`src/rtl/fic_pkg.sv`:
```
package fic_pkg;
  localparam int DW = 16;

  typedef enum logic [2:0] {
    SEL_CFG1 = 3'd0,
    SEL_CFG2 = 3'd1,
    SEL_STAT = 3'd2,
    SEL_INT  = 3'd3,
    SEL_CMD  = 3'd4
  } reg_sel_e;

  localparam int MASTER_BIT = 15;
  localparam int DONE_LSB   = 4;
  localparam int NUM_DONE   = 4;
  localparam int ERR_CMD    = 10;
  localparam int ERR_LSB    = 11;
  localparam int NUM_FAIL   = 3;
  localparam int POL_BIT    = 6;
  localparam int RDY_BIT    = 7;
  localparam int CFG1_LOW   = 5;

  localparam logic [DW-1:0] CFG1_RST     = 16'h40C0;
  localparam logic [DW-1:0] CFG2_RST     = 16'h0000;
  localparam logic [DW-1:0] INT_COLD_RST = 16'h8080;
  localparam logic [DW-1:0] INT_WARM_RST = 16'h8010;

  function automatic logic cmd_known(input logic [7:0] c);
    case (c)
      8'h00, 8'h13, 8'h80, 8'h1A, 8'h1B, 8'h23, 8'h27, 8'h2A, 8'h2C,
      8'h30, 8'h65, 8'h71, 8'h94, 8'h95, 8'hB0, 8'hF0, 8'hF3: return 1'b1;
      default: return 1'b0;
    endcase
  endfunction
endpackage

```
`src/rtl/fic_int_stat.sv`:
```
module fic_int_stat
  import fic_pkg::*;
(
  input  logic                clk_i,
  input  logic                rst_ni,
  input  logic                warm_rst_i,
  input  logic                int_wr_i,
  input  logic [DW-1:0]       wdata_i,
  input  logic [NUM_DONE-1:0] done_i,
  input  logic [NUM_FAIL-1:0] fail_i,
  input  logic                unk_i,
  output logic [DW-1:0]       int_q_o,
  output logic [DW-1:0]       err_q_o
);
  logic [DW-1:0] int_q, err_q, int_set, err_set, int_masked, int_nx, err_nx;
  logic          wipe;

  always_comb begin
    int_set = '0;
    err_set = '0;
    for (int i = 0; i < NUM_DONE; i++) int_set[DONE_LSB+i] = done_i[i];
    for (int i = 0; i < NUM_FAIL; i++) err_set[ERR_LSB+i]  = fail_i[i];
    int_set[MASTER_BIT] = (|done_i) | unk_i;
    err_set[ERR_CMD]    = (|fail_i) | unk_i;
  end

  always_comb begin
    int_masked = int_wr_i ? (int_q & wdata_i) : int_q;
    wipe       = int_wr_i && !int_masked[MASTER_BIT];
    int_nx     = int_masked | int_set;
    err_nx     = (wipe ? '0 : err_q) | err_set;
  end

  always_ff @(posedge clk_i or negedge rst_ni) begin
    if (!rst_ni) begin
      int_q <= INT_COLD_RST;
      err_q <= '0;
    end else if (warm_rst_i) begin
      int_q <= INT_WARM_RST;
      err_q <= '0;
    end else begin
      int_q <= int_nx;
      err_q <= err_nx;
    end
  end

  assign int_q_o = int_q;
  assign err_q_o = err_q;


  done_sets_master_chk: assert property (@(posedge clk_i) disable iff (!rst_ni)
    (|done_i && !warm_rst_i) |=> int_q_o[MASTER_BIT]);


  err_wipe_chk: assert property (@(posedge clk_i) disable iff (!rst_ni)
    (int_wr_i && !wdata_i[MASTER_BIT] && done_i == '0 && fail_i == '0 && !unk_i && !warm_rst_i)
    |=> err_q_o == '0);


  master_rise_cause_chk: assert property (@(posedge clk_i) disable iff (!rst_ni)
    $rose(int_q_o[MASTER_BIT]) |-> $past(|done_i || unk_i || warm_rst_i));
endmodule

```
`src/rtl/fic_cfg_regs.sv`:
```
module fic_cfg_regs
  import fic_pkg::*;
(
  input  logic          clk_i,
  input  logic          rst_ni,
  input  logic          warm_rst_i,
  input  logic          cfg1_wr_i,
  input  logic          cfg2_wr_i,
  input  logic [DW-1:0] wdata_i,
  input  logic          master_i,
  output logic [DW-1:0] cfg1_o,
  output logic [DW-1:0] cfg2_o,
  output logic          irq_o,
  output logic          rdy_o
);
  logic [DW-1:0] cfg1_q, cfg2_q;

  always_ff @(posedge clk_i or negedge rst_ni) begin
    if (!rst_ni) begin
      cfg1_q <= CFG1_RST;
      cfg2_q <= CFG2_RST;
    end else if (warm_rst_i) begin
      cfg1_q <= CFG1_RST;
      cfg2_q <= CFG2_RST;
    end else begin
      if (cfg1_wr_i) cfg1_q <= wdata_i;
      if (cfg2_wr_i) cfg2_q <= wdata_i;
    end
  end

  // active-high when polarity bit set, active-low otherwise
  assign irq_o  = cfg1_q[POL_BIT] ? master_i : ~master_i;
  assign rdy_o  = cfg1_q[RDY_BIT];
  assign cfg1_o = {cfg1_q[DW-1:CFG1_LOW], {CFG1_LOW{1'b0}}};
  assign cfg2_o = cfg2_q;


  rdy_stable_chk: assert property (@(posedge clk_i) disable iff (!rst_ni)
    (!cfg1_wr_i && !warm_rst_i) |=> $stable(rdy_o));


  irq_flip_chk: assert property (@(posedge clk_i) disable iff (!rst_ni)
    (!cfg1_wr_i && !warm_rst_i && $stable(master_i)) |=> $stable(irq_o) || !$stable(master_i));
endmodule

```
`src/rtl/fic_cmd_gate.sv`:
```
module fic_cmd_gate
  import fic_pkg::*;
#(
  parameter int CW = 8
) (
  input  logic          clk_i,
  input  logic          rst_ni,
  input  logic          warm_rst_i,
  input  logic          cmd_wr_i,
  input  logic [CW-1:0] code_i,
  input  logic          busy_i,
  output logic          go_o,
  output logic [CW-1:0] code_o,
  output logic          unk_o
);
  logic          accept, known, go_q;
  logic [CW-1:0] code_q;

  assign accept = cmd_wr_i && !busy_i;
  assign known  = cmd_known(8'(code_i));
  assign unk_o  = accept && !known && !warm_rst_i;

  always_ff @(posedge clk_i or negedge rst_ni) begin
    if (!rst_ni) begin
      go_q   <= 1'b0;
      code_q <= '0;
    end else if (warm_rst_i) begin
      go_q   <= 1'b0;
      code_q <= '0;
    end else begin
      go_q <= accept && known;
      if (accept) code_q <= code_i;
    end
  end

  assign go_o   = go_q;
  assign code_o = code_q;


  go_needs_idle_chk: assert property (@(posedge clk_i) disable iff (!rst_ni)
    go_o |-> $past(cmd_wr_i && !busy_i));


  busy_hold_chk: assert property (@(posedge clk_i) disable iff (!rst_ni)
    (cmd_wr_i && busy_i && !warm_rst_i) |=> ($stable(code_o) && !go_o));


  go_single_chk: assert property (@(posedge clk_i) disable iff (!rst_ni)
    (go_o && !cmd_wr_i) |=> !go_o);
endmodule

```
`src/rtl/flash_irq_ctrl.sv`:
```
module flash_irq_ctrl
  import fic_pkg::*;
#(
  parameter int AW = 3,
  parameter int CW = 8
) (
  input  logic                clk_i,
  input  logic                rst_ni,
  input  logic                warm_rst_i,
  input  logic [AW-1:0]       reg_addr_i,
  input  logic                reg_wr_i,
  input  logic                reg_rd_i,
  input  logic [DW-1:0]       reg_wdata_i,
  output logic [DW-1:0]       reg_rdata_o,
  input  logic [NUM_DONE-1:0] op_done_i,
  input  logic [NUM_FAIL-1:0] op_fail_i,
  output logic                cmd_go_o,
  output logic [CW-1:0]       cmd_code_o,
  output logic                irq_o,
  output logic                rdy_o
);
  logic [DW-1:0] int_q, err_q, cfg1, cfg2;
  logic          wr_cfg1, wr_cfg2, wr_int, wr_cmd, unk;

  assign wr_cfg1 = reg_wr_i && (reg_addr_i == AW'(SEL_CFG1));
  assign wr_cfg2 = reg_wr_i && (reg_addr_i == AW'(SEL_CFG2));
  assign wr_int  = reg_wr_i && (reg_addr_i == AW'(SEL_INT));
  assign wr_cmd  = reg_wr_i && (reg_addr_i == AW'(SEL_CMD));

  fic_int_stat u_int (
    .clk_i, .rst_ni, .warm_rst_i,
    .int_wr_i (wr_int),
    .wdata_i  (reg_wdata_i),
    .done_i   (op_done_i),
    .fail_i   (op_fail_i),
    .unk_i    (unk),
    .int_q_o  (int_q),
    .err_q_o  (err_q)
  );

  fic_cfg_regs u_cfg (
    .clk_i, .rst_ni, .warm_rst_i,
    .cfg1_wr_i (wr_cfg1),
    .cfg2_wr_i (wr_cfg2),
    .wdata_i   (reg_wdata_i),
    .master_i  (int_q[MASTER_BIT]),
    .cfg1_o    (cfg1),
    .cfg2_o    (cfg2),
    .irq_o,
    .rdy_o
  );

  fic_cmd_gate #(.CW(CW)) u_cmd (
    .clk_i, .rst_ni, .warm_rst_i,
    .cmd_wr_i (wr_cmd),
    .code_i   (reg_wdata_i[CW-1:0]),
    .busy_i   (int_q[MASTER_BIT]),
    .go_o     (cmd_go_o),
    .code_o   (cmd_code_o),
    .unk_o    (unk)
  );

  always_comb begin
    reg_rdata_o = '0;
    if (reg_rd_i) begin
      case (reg_addr_i)
        AW'(SEL_CFG1): reg_rdata_o = cfg1;
        AW'(SEL_CFG2): reg_rdata_o = cfg2;
        AW'(SEL_STAT): reg_rdata_o = err_q;
        AW'(SEL_INT):  reg_rdata_o = int_q;
        AW'(SEL_CMD):  reg_rdata_o = DW'(cmd_code_o);
        default:       reg_rdata_o = '0;
      endcase
    end
  end


  fail_sets_cmd_err_chk: assert property (@(posedge clk_i) disable iff (!rst_ni)
    (|op_fail_i && !warm_rst_i) |=> err_q[ERR_CMD]);
endmodule

```
`config.mk`:
```
export PLATFORM = sky130hd
export DESIGN_NAME = flash_irq_ctrl
export DESIGN_NICKNAME = d
export VERILOG_FILES = /design/src/rtl/fic_pkg.sv /design/src/rtl/fic_int_stat.sv /design/src/rtl/fic_cfg_regs.sv /design/src/rtl/fic_cmd_gate.sv /design/src/rtl/flash_irq_ctrl.sv
export SDC_FILE = /design/constraint.sdc
export NUM_CORES = 1
export LEC_CHECK = 0
export BUFFER_PORTS_ARGS = -buffer_cell sky130_fd_sc_hd__buf_2
export CAP_MARGIN = 20
export CORE_MARGIN = 3
export CORE_UTILIZATION = 50
export DETAILED_ROUTE_END_ITERATION = 8
export GPL_ROUTABILITY_DRIVEN = 0
export PLACE_DENSITY = 0.73
export SETUP_SLACK_MARGIN = 0.1
export SLEW_MARGIN = 40
export SYNTH_ARGS = -nofsm -noshare
export SYNTH_HDL_FRONTEND = slang
export SYNTH_SLANG_ARGS = --single-unit
```
`constraint.sdc`:
```
create_clock -name clk_i -period 1.7 [get_ports clk_i]
set_clock_uncertainty 0.05 [all_clocks]
set_input_delay 0.17 -clock clk_i [delete_from_list [all_inputs] [get_ports clk_i]]
set_output_delay 0.17 -clock clk_i [all_outputs]
set_load 0.03 [all_outputs]
```
=== Word-level counts from Yosys, hierarchy flattened ===
Index checks and enable logic that the tools add are counted.

* Bits in writable memories: 0
* Memory bits (read-only): 0
* Flip-flop bits (word level): 73
* Word-level logic and storage cells: 68
* Output and inout port bits: 27
* Latch bits: 0
* Input port bits: 31
* Memories: 0

* $mul: 0
* Add/subtract/negate cells: 0
* Reductions and logical operators: 21
* Divide/modulo/power cells: 0
* Bitwise operators: 6
* Magnitude comparators: 0
* Equality and inequality tests: 20
* Multiplexer cells: 15
* Shift-type cells: 0

{| class="wikitable"
|+ Operators with widths
! kind !! number
|-
| 16-bit two-way mux || 9
|-
| 16-bit one-hot mux with 5 select lines || 1
|-
| 8-bit equality test, second input constant || 6
|-
| 8-bit by 6-bit equality test with 1-bit output, second input constant || 5
|-
| 8-bit by 5-bit equality test with 1-bit output, second input constant || 3
|-
| 17-bit OR reduction || 1
|-
| 16-bit AND || 1
|-
| 8-bit by 7-bit equality test with 1-bit output, second input constant || 2
|-
| 8-bit two-way mux || 2
|-
| 16-bit by 14-bit bitwise OR with 16-bit output || 1
|-
| 16-bit bitwise OR || 1
|-
| 1-bit logical AND || 9
|-
| 8-bit zero test || 1
|-
| 3-bit by 2-bit equality test with 1-bit output, second input constant || 2
|-
| 2-bit nonzero test || 3
|-
| 1-bit zero test || 4
|-
| 4-bit OR reduction || 1
|-
| 3-bit by 1-bit equality test with 1-bit output, second input constant || 1
|-
| 3-bit equality test, second input constant || 1
|-
| 3-bit zero test || 1
|-
| 1-bit two-way mux || 3
|-
| 3-bit OR reduction || 1
|-
| 1-bit bitwise OR || 2
|-
| 1-bit inverter || 1
|}

=== Logic depth before layout (Yosys ltp) ===
* Word-level depth: 9
* Gate-level depth with buffers: 7

=== Modules after synthesis ===
From an unflattened synthesis, not the netlist that was laid out.

* Cells, all modules: 330
* Area total of the unflattened synthesis: 3362.0 um^2

{| class="wikitable"
|+ By module, submodules not included
! module !! area an instance (um^2) !! cells each !! instances
|-
| fic_cfg_regs || 1171.1 || 95 || 1
|-
| fic_int_stat || 887.1 || 74 || 1
|-
| flash_irq_ctrl || 714.4 || 90 || 1
|-
| fic_cmd_gate || 589.3 || 71 || 1
|}

=== Worst setup path before layout ===
Ideal clock, no wire load.

* Path kind: input-to-output
* Start: input port reg_addr_i[1]
* End: output port reg_rdata_o[10]
* Buffers on the path: 2
* Required time: 1.480 ns
* Stages: 4
* Path slack: 0.222 ns
* Arrival: 1.258 ns
* Cells stage by stage: buf_2 > buf_2 > mux4_2 > nor2b_1

* Longest elaborated chain between the ends: 3
* Elaborated cells between the ends (all ways): 7
* Those cells by class: 4 x eq/ne; 2 x mux; 1 x reduce/logical

{| class="wikitable"
|+ Ends and longest elaborated chain
! element !! RTL line !! RTL
|-
| start: declaration || flash_irq_ctrl.sv:10 || <nowiki>input logic [AW-1:0] reg_addr_i,</nowiki>
|-
| 3-bit equality test (tied with other cells) || flash_irq_ctrl.sv:66 || <nowiki>case (reg_addr_i)</nowiki>
|-
| 16-bit one-hot mux with 5 select lines * || flash_irq_ctrl.sv:66 ||
|-
| 16-bit two-way mux * || flash_irq_ctrl.sv:65 || <nowiki>if (reg_rd_i) begin</nowiki>
|-
| end: declaration || flash_irq_ctrl.sv:14 || <nowiki>output logic [DW-1:0] reg_rdata_o,</nowiki>
|}

Every way passes the cells marked *; elsewhere a longest branch is shown, timed or not.

=== Worst setup path in the final report ===
* Start: register u_int.int_q[13], in the netlist u_int.int_q_o[13]
* End: output port reg_rdata_o[13]

* Longest elaborated chain between the ends: 2

{| class="wikitable"
|+ Ends and longest elaborated chain
! element !! RTL line !! RTL
|-
| start: declaration || fic_int_stat.sv:15 || <nowiki>logic [DW-1:0] int_q, err_q, int_set, err_set, int_masked, int_nx, err_nx;</nowiki>
|-
| start signal: assignment || fic_int_stat.sv:42 || <nowiki>int_q <= int_nx;</nowiki>
|-
| 16-bit one-hot mux with 5 select lines || flash_irq_ctrl.sv:66 ||
|-
| 16-bit two-way mux || flash_irq_ctrl.sv:65 ||
|}

No other way between the ends.

==> flow_summary.yaml <==
floorplan:
  die_y_microns: 83.21
  fp-row-count: 27
  ios: 58
  die_width_microns: 83.21
  start_util: 0.5283
  core_sq_um: 5642
  die_area_sq_um: 6923
worst_hold_path:
  hp-class: "input pin to flop"
critical_path:
  r2r-start: "u_int.int_q_o[15]"
  critPathKind: "flop to primary output"
  worst_ep_required_time_ns: 1.48
  cp-end-kind: "primary output"
  crit_end: "reg_rdata_o[13]"
  critPathBufInv: 1
  crit_start: "u_int.int_q_o[13]"
  crit_path_max_fanout: 2
  slowest_stage: "mux4_2"
  crit_family: "multiplexers"
  rrSetupSlack_ns: 0.28
  startpoint_type: "flop"
  reg2reg_depth: 4
  cp.depth: 3
  critical_path.cell_chain: "mux4_2, nor2b_4, buf_6"
  crit_path_max_incr_delay_ns: 0.49
  cp.arrival_ns: 1.51
  r2r_end: "u_cmd.code_o[5]"
timing:
  timing.hold.ws_ns: 0.02367
  fin_crit_sh: 1.019
  hold_viol: 0
  finalWorstSetupSlack_ns: -0.03242
  fmax_mhz: 577.2
  rsz0062_at_grt: "yes"
  timing.slew.headroom: 0.5487
  min_period_ns: 1.732
  finalSetupViolations: 4
  tightest_slew_ns: 0.6770
  slew_viol_final: 0
  tns_ns: -0.06941
synthesis:
  yosysWarnings: 0
  yosysSeqAreaShare: 0.4723
  yosys_register_bits: 56
  yosysUniqueCellTypes: 37
  netlist_area_sq_um: 2980
  synth_nets: 363
  avgSynthCellArea_sq_um: 8.977
  synthCells: 332
clock_tree:
  clk_latency_ns: 0.31
  cts_made_buffers: 5
  clockRootBuffer: "clkbuf_8"
  cts.clk_slew.worst_paths_ns: 0.10
  clkSinkCount: 56
  cts_buffer_depth: 2
  cts_tree: "built"
  htree_num_levels: 2
power:
  fin_total_pwr_mw: 2.601
  leakagePower_nw: 1.684
  vdd.ir_drop.worst_mv: 0.3639
  p_per_area_nw_per_um2: 723.8
global_routing:
  grt_pass1_wl_microns: 12540
  grt.total_usage: 0.2231
  grt_max_degree: 57
  antenna_found_initial: 0
  first_global_vias: 2593
  overflow: 0
finish:
  fillers: 476
  area_growth_pct: 20.57
  fin_nets: 417
  final_cell_mix: "58 x nand2_1, 51 x dfrtp_1, 47 x buf_2"
  antenna_cells: 0
  drive_above_1_share: 0.2558
  final_common_cell: "nand2_1"
routing:
  postRouteWirelength_microns: 7512
  drc: 0
  drtIter0Drc: 172
  wl_per_cell_microns: 16.37
  vias: 2592
  drt_pre_antenna_iters: 4
  routed_via_density: 5.647
  antenna_left: 0
outcome:
  failed_checks: "negative setup slack"
  status: "finished, violations left"
placed_design:
  numPortBuffers: 57
  dp_hpwl_microns: 5126
run:
  maxCapViolCount: 0
[layout make-up]
cell class / count / area (sq um) / area share
clock inverter: 3 / 42.54 / 0.01184
sequential: 56 / 1408 / 0.3917
clock buffer: 5 / 68.82 / 0.01915
tap: 72 / 90.09 / 0.02507
inverter: 3 / 11.26 / 0.003134
multi-input combinational: 245 / 1459 / 0.4060
timing repair buffer: 75 / 514.2 / 0.1431
[registers in the layout, indices dropped and copies added, names as in the netlist]
| signal | cells |
|---|---|
| u_int.err_q_o | 4 |
| u_cmd.go_o | 1 |
| u_int.int_q_o | 16 |
| u_cfg.cfg1_q | 11 |
| u_cmd.code_o | 8 |
| u_cfg.cfg2_o | 16 |
[routing by layer]
metal	GRT usage	up-vias	part of all wire
met1	0.2846	1277	0.42
met2	0.3841	64	0.52
li1	-	1239	-
met4	0.07132	0	0.019
met5	0	-	0
met3	0.03869	12	0.041
[logic make-up (layout without fill, tap and decap cells)]
logic type             Yosys count  count (layout)  synth area share
AND/OR/NAND/NOR                155             155            0.2532
AO/OA/AOI/OAI                   63              63            0.1201
flip-flops                      56              56            0.4723
buffers and inverters           31              86           0.04828
multiplexers                    24              24           0.09740
XOR/XNOR                         3               3          0.008818
[worst min path at each step]
stage	endpoint	cells past startpoint	slack (ns)	from
4_1_cts	u_int.int_q_o[4]	3	0.01	op_done_i[0]
5_1_grt	u_int.int_q_o[6]	3	0.04	op_done_i[2]
6_report	u_int.int_q_o[4]	3	0.02	op_done_i[0]
3_5_place_dp	u_int.int_q_o[6]	2	0.14	rst_ni
3_3_place_gp	u_int.int_q_o[6]	2	0.14	rst_ni
2_1_floorplan	u_cfg.cfg1_q[10]	0	-0.18	rst_ni
[worst reg2reg max path, delay by kind of cell, from the launching register on]
family	cells	cell delay, ns
DFF	1	0.61
muxes	1	0.24
buffers and inverters	1	0.22
and+or+nand+nor	2	0.19
[power breakdown]
group	internal [mW]	leakage, nW	switching [mW]	total [mW]
sequential	1.36	0.748	0.0145	1.37
combinational	0.135	0.882	0.220	0.354
clock	0.436	0.0541	0.436	0.873
total	1.93	1.68	0.670	2.60
[through the flow]
| step | std cells | instance area (sq um) | utilization | setup WS, ns |
|---|---|---|---|---|
| 5_1_grt | 459 | 3593 | 0.6369 | -0.1156 |
| 4_1_cts | 458 | 3561 | 0.6312 | -0.02989 |
| 3_3_place_gp | 445 | 3351 | 0.5939 | 0.08972 |
| 6_report | 459 | 3593 | 0.6369 | -0.03242 |
| 3_5_place_dp | 445 | 3351 | 0.5939 | 0.005346 |
| 2_1_floorplan | 332 | 2980 | - | 0.2221 |
[cells in the mapped netlist (all sizes together)]
cell type | n | area share
nand2 | 58 | 0.073
dfrtp | 51 | 0.43
nor2 | 43 | 0.055
a21oi | 31 | 0.052
mux2i | 20 | 0.067
buf | 16 | 0.029
o21ai | 16 | 0.027
clkbuf | 12 | 0.015
nand3 | 12 | 0.024
nor3b | 11 | 0.028
and2 | 9 | 0.019
a31oi | 8 | 0.017
nor2b | 6 | 0.015
dfstp | 5 | 0.044
mux4 | 4 | 0.030
nor3 | 4 | 0.0084
inv | 3 | 0.0038
nand3b | 3 | 0.0076
nand4b | 3 | 0.0088
a21o | 2 | 0.0050
and3b | 2 | 0.0059
nand2b | 2 | 0.0042
xor2 | 2 | 0.0059
a2111oi | 1 | 0.0050
a211o | 1 | 0.0029
a22oi | 1 | 0.0025
a32oi | 1 | 0.0029
nand4 | 1 | 0.0021
o2bb2ai | 1 | 0.0029
o32ai | 1 | 0.0029
or2 | 1 | 0.0021
xnor2 | 1 | 0.0029
[repair_timing]
item | in CTS | in global routing
hold endpoints to repair | 52 | 0
hold buffers | 2 | 0
setup buffers | 3 | 1
endpoints found under the setup margin | 11 | 13
pin swaps | 4 | 2
gates resized for setup | 21 | 9
No activity file was read; power rests on OpenSTA's default activity.
